===== src/rtl/fneg_pkg.sv =====
package fneg_pkg;

   typedef enum logic [1:0] {
      K_SINGLE = 2'd0,
      K_DOUBLE = 2'd1,
      K_PAIRED = 2'd2,
      K_NONE   = 2'd3
   } fkind_e;

   localparam logic [5:0] OPC_COP1  = 6'b010001;
   localparam logic [5:0] FUNC_NEG  = 6'b000111;
   localparam logic [4:0] CODE_S    = 5'b10000;
   localparam logic [4:0] CODE_D    = 5'b10001;
   localparam logic [4:0] CODE_PS   = 5'b10110;

endpackage


===== src/rtl/fneg_decode.sv =====
module fneg_decode
   import fneg_pkg::*;
#(
   parameter logic [4:0] FMT_S  = CODE_S,
   parameter logic [4:0] FMT_D  = CODE_D,
   parameter logic [4:0] FMT_PS = CODE_PS,
   parameter int         IDX_W  = 5
) (
   input  logic [31:0]      instr,
   output fkind_e           kind,
   output logic             legal,
   output logic [IDX_W-1:0] fd
);

   if (IDX_W != 5) begin : g_bad_idx
      $error("fneg_decode: register index must be 5 bits");
   end
   if (FMT_S == FMT_D || FMT_S == FMT_PS || FMT_D == FMT_PS) begin : g_bad_codes
      $error("fneg_decode: format codes must differ");
   end

   logic [5:0] opc, func;
   logic [4:0] fmt, zero_f;

   assign opc    = instr[31:26];
   assign fmt    = instr[25:21];
   assign zero_f = instr[20:16];
   assign fd     = instr[10:6];
   assign func   = instr[5:0];

   always_comb begin
      if (fmt == FMT_S)       kind = K_SINGLE;
      else if (fmt == FMT_D)  kind = K_DOUBLE;
      else if (fmt == FMT_PS) kind = K_PAIRED;
      else                    kind = K_NONE;
   end

   assign legal = (opc == OPC_COP1) && (func == FUNC_NEG) &&
                  (zero_f == 5'd0) && (kind != K_NONE);

endmodule


===== src/rtl/fneg_lane.sv =====
module fneg_lane #(
   parameter int EXP_W = 8,
   parameter int MAN_W = 23
) (
   input  logic [EXP_W+MAN_W:0] op,
   output logic [EXP_W+MAN_W:0] neg,
   output logic                 is_nan
);

   localparam int W = EXP_W + MAN_W + 1;

   if (EXP_W < 2 || MAN_W < 1) begin : g_bad_geom
      $error("fneg_lane: exponent and mantissa too narrow");
   end

   logic [EXP_W-1:0] exp_f;
   logic [MAN_W-1:0] man_f;

   assign exp_f  = op[W-2:MAN_W];
   assign man_f  = op[MAN_W-1:0];
   assign is_nan = (&exp_f) && (|man_f);
   assign neg    = {~op[W-1], op[W-2:0]};

endmodule


===== src/rtl/fneg_unit.sv =====
module fneg_unit
   import fneg_pkg::*;
#(
   parameter int         SP_EXP = 8,
   parameter int         SP_MAN = 23,
   parameter int         DP_EXP = 11,
   parameter int         DP_MAN = 52,
   parameter logic [4:0] FMT_S  = CODE_S,
   parameter logic [4:0] FMT_D  = CODE_D,
   parameter logic [4:0] FMT_PS = CODE_PS,
   parameter int         IDX_W  = 5
) (
   input  logic                         clk,
   input  logic                         rst,
   input  logic                         in_valid,
   input  logic [31:0]                  instr,
   input  logic [DP_EXP+DP_MAN:0]       src_val,
   input  logic                         sign_only,
   input  logic                         reg64,
   output logic                         out_valid,
   output logic [DP_EXP+DP_MAN:0]       result,
   output logic [IDX_W-1:0]             dst_idx,
   output logic                         wr_en,
   output logic                         invalid_op,
   output logic                         rsvd_instr,
   output logic                         unpredictable
);

   localparam int SP_W  = SP_EXP + SP_MAN + 1;
   localparam int DP_W  = DP_EXP + DP_MAN + 1;
   localparam int LANES = DP_W / SP_W;

   if (DP_W != 2 * SP_W) begin : g_bad_pair
      $error("fneg_unit: double width must hold exactly two singles");
   end

   fkind_e           kind;
   logic             legal;
   logic [IDX_W-1:0] fd;

   fneg_decode #(
      .FMT_S (FMT_S),
      .FMT_D (FMT_D),
      .FMT_PS(FMT_PS),
      .IDX_W (IDX_W)
   ) u_dec (
      .instr(instr),
      .kind (kind),
      .legal(legal),
      .fd   (fd)
   );

   logic [LANES-1:0][SP_W-1:0] sp_neg;
   logic [LANES-1:0]           sp_nan;

   for (genvar g = 0; g < LANES; g++) begin : g_sp_lane
      fneg_lane #(.EXP_W(SP_EXP), .MAN_W(SP_MAN)) u_lane (
         .op    (src_val[g*SP_W +: SP_W]),
         .neg   (sp_neg[g]),
         .is_nan(sp_nan[g])
      );
   end

   logic [DP_W-1:0] dp_neg;
   logic            dp_nan;

   fneg_lane #(.EXP_W(DP_EXP), .MAN_W(DP_MAN)) u_dp_lane (
      .op    (src_val),
      .neg   (dp_neg),
      .is_nan(dp_nan)
   );

   logic [DP_W-1:0] nxt_res;
   logic            nxt_nan;
   logic            undef_ps;
   logic            wr_ok;

   always_comb begin
      nxt_res = '0;
      nxt_nan = 1'b0;
      unique case (kind)
         K_SINGLE: begin
            nxt_res[SP_W-1:0] = sp_neg[0];
            nxt_nan           = sp_nan[0];
         end
         K_DOUBLE: begin
            nxt_res = dp_neg;
            nxt_nan = dp_nan;
         end
         K_PAIRED: begin
            nxt_res = sp_neg;
            nxt_nan = |sp_nan;
         end
         default: begin
            nxt_res = '0;
            nxt_nan = 1'b0;
         end
      endcase
   end

   assign undef_ps = legal && (kind == K_PAIRED) && !reg64;
   assign wr_ok    = legal && !undef_ps;

   always_ff @(posedge clk) begin
      if (rst) begin
         out_valid     <= 1'b0;
         wr_en         <= 1'b0;
         invalid_op    <= 1'b0;
         rsvd_instr    <= 1'b0;
         unpredictable <= 1'b0;
         result        <= '0;
         dst_idx       <= '0;
      end else begin
         out_valid     <= in_valid;
         wr_en         <= in_valid && wr_ok;
         invalid_op    <= in_valid && wr_ok && !sign_only && nxt_nan;
         rsvd_instr    <= in_valid && !legal;
         unpredictable <= in_valid && undef_ps;
         result        <= (in_valid && wr_ok) ? nxt_res : '0;
         if (in_valid) dst_idx <= fd;
      end
   end

   a_r9_valid_follows: assert property (@(posedge clk) disable iff (rst)
      in_valid |=> out_valid);
   a_r9_idle_quiet: assert property (@(posedge clk) disable iff (rst)
      !out_valid |-> !(wr_en || invalid_op || rsvd_instr || unpredictable));
   a_r1_write_exclusive: assert property (@(posedge clk) disable iff (rst)
      wr_en |-> !(rsvd_instr || unpredictable));
   a_r4_sign_only_clean: assert property (@(posedge clk) disable iff (rst)
      (in_valid && sign_only) |=> !invalid_op);
   a_r5_invalid_writes: assert property (@(posedge clk) disable iff (rst)
      invalid_op |-> wr_en);
   a_r2_low_bits_kept: assert property (@(posedge clk) disable iff (rst)
      wr_en |-> result[SP_W-2:0] == $past(src_val[SP_W-2:0]));
   a_r11_zero_no_write: assert property (@(posedge clk) disable iff (rst)
      (out_valid && !wr_en) |-> result == '0);

endmodule


===== config.mk =====
export PLATFORM = sky130hd
export DESIGN_NAME = fneg_unit
export DESIGN_NICKNAME = d
export VERILOG_FILES = /design/src/rtl/fneg_pkg.sv /design/src/rtl/fneg_decode.sv /design/src/rtl/fneg_lane.sv /design/src/rtl/fneg_unit.sv
export SDC_FILE = /design/constraint.sdc
export NUM_CORES = 1
export LEC_CHECK = 0
export BUFFER_PORTS_ARGS = -buffer_cell sky130_fd_sc_hd__buf_4
export CORE_MARGIN = 3
export CORE_UTILIZATION = 38
export CTS_CLUSTER_SIZE = 10
export DETAILED_ROUTE_END_ITERATION = 6
export PLACE_DENSITY = 0.76
export SLEW_MARGIN = 20
export SYNTH_ARGS = -nofsm -noshare
export SYNTH_HDL_FRONTEND = slang
export SYNTH_SLANG_ARGS = --single-unit
export TNS_END_PERCENT = 50

===== constraint.sdc =====
create_clock -name clk -period 2.86 [get_ports clk]
set_clock_uncertainty 0.2 [all_clocks]
set_input_delay 0.858 -clock clk [delete_from_list [all_inputs] [get_ports clk]]
set_output_delay 0.858 -clock clk [all_outputs]
set_load 0.03 [all_outputs]

# After elaboration in Yosys (flattened, before gate mapping)
# Cells that the tools add are included.
# op_classes
n_eq_ne	8
muxes	5
bitwise_logic	4
reduce_logical	31
# op_table
operator	count
32-bit case mux with 2 select lines	1
52-bit OR reduction	1
23-bit OR reduction	2
8-bit AND reduction	2
5-bit == test (second input constant)	3
1-bit logical AND	14
11-bit AND reduction	1
2-bit OR reduction	4
6-bit by 3-bit == test with 1-bit output (second input constant)	1
6-bit by 5-bit == test with 1-bit output (second input constant)	1
5-bit zero test	1
1-bit zero test	4
2-bit two-way mux	2
1-bit inverter	4
1-bit case mux with 3 select lines	1
3-bit OR reduction	1
2-bit by 1-bit == test with 1-bit output (second input constant)	1
2-bit == test (second input constant)	1
2-bit zero test	1
2-bit inequality test (second input constant)	1
1-bit two-way mux	1
# totals
ff_bits	74
input_bits	101
output_inout_bits	74
elab_cells	56

# Logic depth before layout (Yosys ltp)
# logic_depth
word_depth	13
depth_mapped	10
mapped_depth_nobuf	8

# Hierarchy
# From an unflattened synthesis, not the netlist that was laid out.
# hier_totals
cells_unflattened	445
area_unflattened_um2	4041.4
# by_module_without_submodules
module	instances	cells_per_inst	area_each_um2	seq_area_each_um2
fneg_unit	1	252	2643.8	1481.4
fneg_lane at g_sp_lane[0].u_lane ...	2	44	325.3	0.0
fneg_lane at u_dp_lane	1	86	615.6	0.0
fneg_decode	1	19	131.4	0.0

# Least setup slack after synthesis
# OpenSTA, ideal clock, no wires.
# synth_path
kind	in2reg
start	input instr[24]
end	register result[4]
setup_time_ns	0.088
t_arrival_ns	2.745
t_required_ns	2.572
slack_ns	-0.173
path_stages	10
path_buffers	2
cell_sequence	nand2b_1 -> nor3_1 -> inv_1 -> ha_1 -> nand4b_1 -> nor4_4 -> nand4_1 -> buf_4 -> buf_6 -> nor4b_2
# synth_between
elab_chain_len	13
word_cells_on_any_way	20
classes_between	eq/ne: 6; mux: 4; bitwise: 1; reduce/logical: 9
# synth_rtl
element	line_no	rtl
from (decl)	fneg_unit.sv:16	input logic [31:0] instr,
5-bit == test	fneg_decode.sv:34	else if (fmt == FMT_PS) kind = K_PAIRED;
1-bit two-way mux	fneg_decode.sv:34	
2-bit two-way mux	fneg_decode.sv:33	else if (fmt == FMT_D) kind = K_DOUBLE;
2-bit two-way mux *	fneg_decode.sv:32	if (fmt == FMT_S) kind = K_SINGLE;
2-bit inequality test	fneg_decode.sv:39	(zero_f == 5'd0) && (kind != K_NONE);
1-bit logical AND	fneg_decode.sv:39	
1-bit logical AND (2 in a row)	fneg_unit.sv:101	assign undef_ps = legal && (kind == K_PAIRED) && !reg64;
1-bit zero test	fneg_unit.sv:102	assign wr_ok = legal && !undef_ps;
1-bit logical AND	fneg_unit.sv:102	
1-bit logical AND	fneg_unit.sv:119	result <= (in_valid && wr_ok) ? nxt_res : '0;
1-bit inverter (no line)	-	
2-bit OR reduction (no line)	-	
to (signal assigned)	fneg_unit.sv:119	
to (decl)	fneg_unit.sv:21	output logic [DP_EXP+DP_MAN:0] result,
# Every way passes the cells marked *; elsewhere a longest branch is shown, timed or not.
# A chain may end at the register's enable or synchronous reset.

# Final worst setup path
# layout_path
start	input instr[24]
end	register result[14]
# The elaborated chain is that of the path after synthesis.

==> results.ini <==
[synth]
ys_warn_count=0
synth_commonest_cells=74 x dfxtp_1, 39 x nor3_1, 36 x inv_1, 16 x nor4b_2, 15 x nor4b_1
synth-seq-area-share_pct=54.81
synthMuxAreaShare_pct=2.222
synth-xor-area-share_pct=0.3241
synth_top_area_share_pct=54.81
synth_area_leaders=dfxtp_1 55%, nor4b_2 8.9%, nor3_1 7.2%
syn-num-nets=364
async_flop_share_pct=0
yosysMostFrequentCell=dfxtp_1
synth_fa_ha_area_share_pct=2.315
synth_cell_type_count=29
yosys.area_share.simple_pct=30.79
synth_flop_cell=dfxtp_1
syn_inst=258
ys_ff_latch=74
syn_avg_cell_area_um2=10.48
synth_top_area_cell=dfxtp_1
syn_area_um2=2703
synth_top_family_by_area=simple AND/OR/NAND/NOR gates
synth_edf_count=0
synth_compound_area_share_pct=1.296

[die]
die_w_um=90.34
dieArea_um2=8160
io_pins=175
die_h_um=90.34
start_util_pct=39.56
std_cell_rows=30
coreArea_um2=6832

[drt]
via_per_inst=4.788
dr.pass1.iters=4
num_vias=2571
drtIter0Drc=67
drt-total-wl_mm=7.641
drc_errors=0
antenna_left=0
wl_per_cell_um=14.23

[power_and_ir_drop]
p_int_mw=1.673
seqPwrFrac_pct=48.4
vdd_drop_max_mv=0.1885
p_sw_uw=470.3
p_clk_share_pct=41.2
power_density_nw_per_um2=484.5
total_power_mw=2.144
combPwrFrac_pct=10.4
netSwitchingFraction_pct=21.94
cellLeakagePower_nw=2.034

[global_routing]
antenna_found_initial=0
gr-total-overflow=0
grt_max_degree=39
grtUsageMet1_pct=20.57
grtUsageMet3_pct=6.833
met2_usage_pct=32.67
busiest_layer=met2
grt_pass1_vias=2604
grtUsageTotal_pct=18.72
grt_pass1_wl_mm=12.30

[timing]
fin_crit_ns=2.684
worst_slack_ns=0.1758
fin_crit_sh_pct=93.85
max_slew.worst_pin.slew_ns=0.4258
hold_slack_ns=0.3031
slew_violations=0
hold_viol=0
rsz0062_at_grt=false
fmaxAchievable_mhz=372.5
setup_viol=0
tns_ns=0
slew_headroom_pct=71.61

[worst_setup_path]
cp.required_ns=2.88
criticalPathCategory=in -> reg
critPathArrivalTime_ns=2.71
cp_max_fo=38
crit_path_start_kind=input pin
crit_chain=buf_4, nand2b_4, nor3_4, inv_2, ha_1, nand4b_1, nor4_4, nand4_1, buf_12, nor4b_1
crit_slowest_cell=nor4b_1
crit_family=simple AND/OR/NAND/NOR gates
ff2ff_setup_slack_ns=2.06
end_kind=flip-flop
crit_buf_inv=3
critical-path-max-stage-delay_ns=0.33

[clock_tree]
ctsResizeCount=0
hold_buffers=0
clock-root-buffer=clkbuf_8
cts_sinks=74
clkLatencyLatePin_ns=0.34
clkSlewWorstSetupHoldPaths_ns=0.08
cts_buffer_depth=2
cts_tree=built
post-cts-setup-buffers=0
numCtsBuffers=9
cts.htree.levels=3

[placed_design]
dpl_worst_slack_ns=-0.1688
placed_area_um2=4205
gp_congestion=0.8141
hpwl_mm=5.949
dp.cells=521
portBuffers=169

[status]
status=completed

[run]
cap_violations=0

[final_layout]
fillers=602
drive_gt1_share_pct=50.34
layout.cells.non_filler=537
layout.nets=542
area_growth_pct=63.70
fin_area_um2=4424
diodes=0
final_core_util_pct=64.76

[min_path]
min-delay-path-class=reg -> reg

power by group through the flow:
| stage | clock [mW] | sequential, mW | combinational, mW |
|---|---|---|---|
| floorplan | 0 | 1.07 | 0.0663 |
| detailed placement | 0 | 1.06 | 0.224 |
| global route | 0.947 | 1.04 | 0.244 |
| finish | 0.882 | 1.04 | 0.224 |
| CTS | 0.902 | 1.04 | 0.225 |
| global placement | 0 | 1.06 | 0.219 |
tightest hold or removal path, delay by kind of cell (launching register included):
family | cells | cell delay (ns)
muxes | 1 | 0.06
DFF | 1 | 0.33
and+or+nand+nor | 1 | 0.07
per-layer routing:
| metal | up-vias | wire [µm] |
|---|---|---|
| met5 | - | 0 |
| met3 | 16 | 558 |
| met4 | 0 | 139 |
| met1 | 1187 | 2981 |
| met2 | 113 | 3962 |
| li1 | 1255 | - |
cell type report:
cell class	count	area, µm²	share of cell area, %
timing repair buffer	184	1444	32.64
clock buffer	11	141.4	3.196
inverter	36	135.1	3.054
clock inverter	5	77.57	1.753
sequential	74	1481	33.48
multi-input combinational	131	1025	23.16
tap	96	120.1	2.715
state kept, by name (all words and copies together) (netlist names):
signal         count
dst_idx            5
out_valid          1
rsvd_instr         1
wr_en              1
unpredictable      1
result            64
invalid_op         1
path summary, 6_finish.rpt:
check / start / end / cells past startpoint
worst max-delay path: instr[24] / result[14]$_SDFF_PP0_ / 10
worst min-delay path: dst_idx[0]$_SDFFE_PP0P_ / dst_idx[0]$_SDFFE_PP0P_ / 2
worst max register to register: dst_idx[4]$_SDFFE_PP0P_ / dst_idx[4]$_SDFFE_PP0P_ / 2
worst min register to register: dst_idx[0]$_SDFFE_PP0P_ / dst_idx[0]$_SDFFE_PP0P_ / 2
cells in the final DEF (no fill, tap or decap), types with 2 or more instances in the layout:
cell type,count
buf_4,179
dfxtp_1,74
nor3_1,37
inv_1,35
nor4b_2,16
nor4b_1,15
nor4_1,12
nor2_1,11
nand4_1,10
clkbuf_8,10
mux2i_1,6
ha_1,5
buf_12,5
nand2_1,2
clkinv_2,2
bufinv_16,2
cells by family after synthesis:
group / count (synthesis)
AND/OR/NAND/NOR: 114
AO/OA/AOI/OAI: 5
adder cells (fa/ha/maj): 5
XOR/XNOR: 1
buffers and inverters: 53
multiplexers: 6
flip-flops: 74
Note: power is estimated with default switching activity, not from simulation.
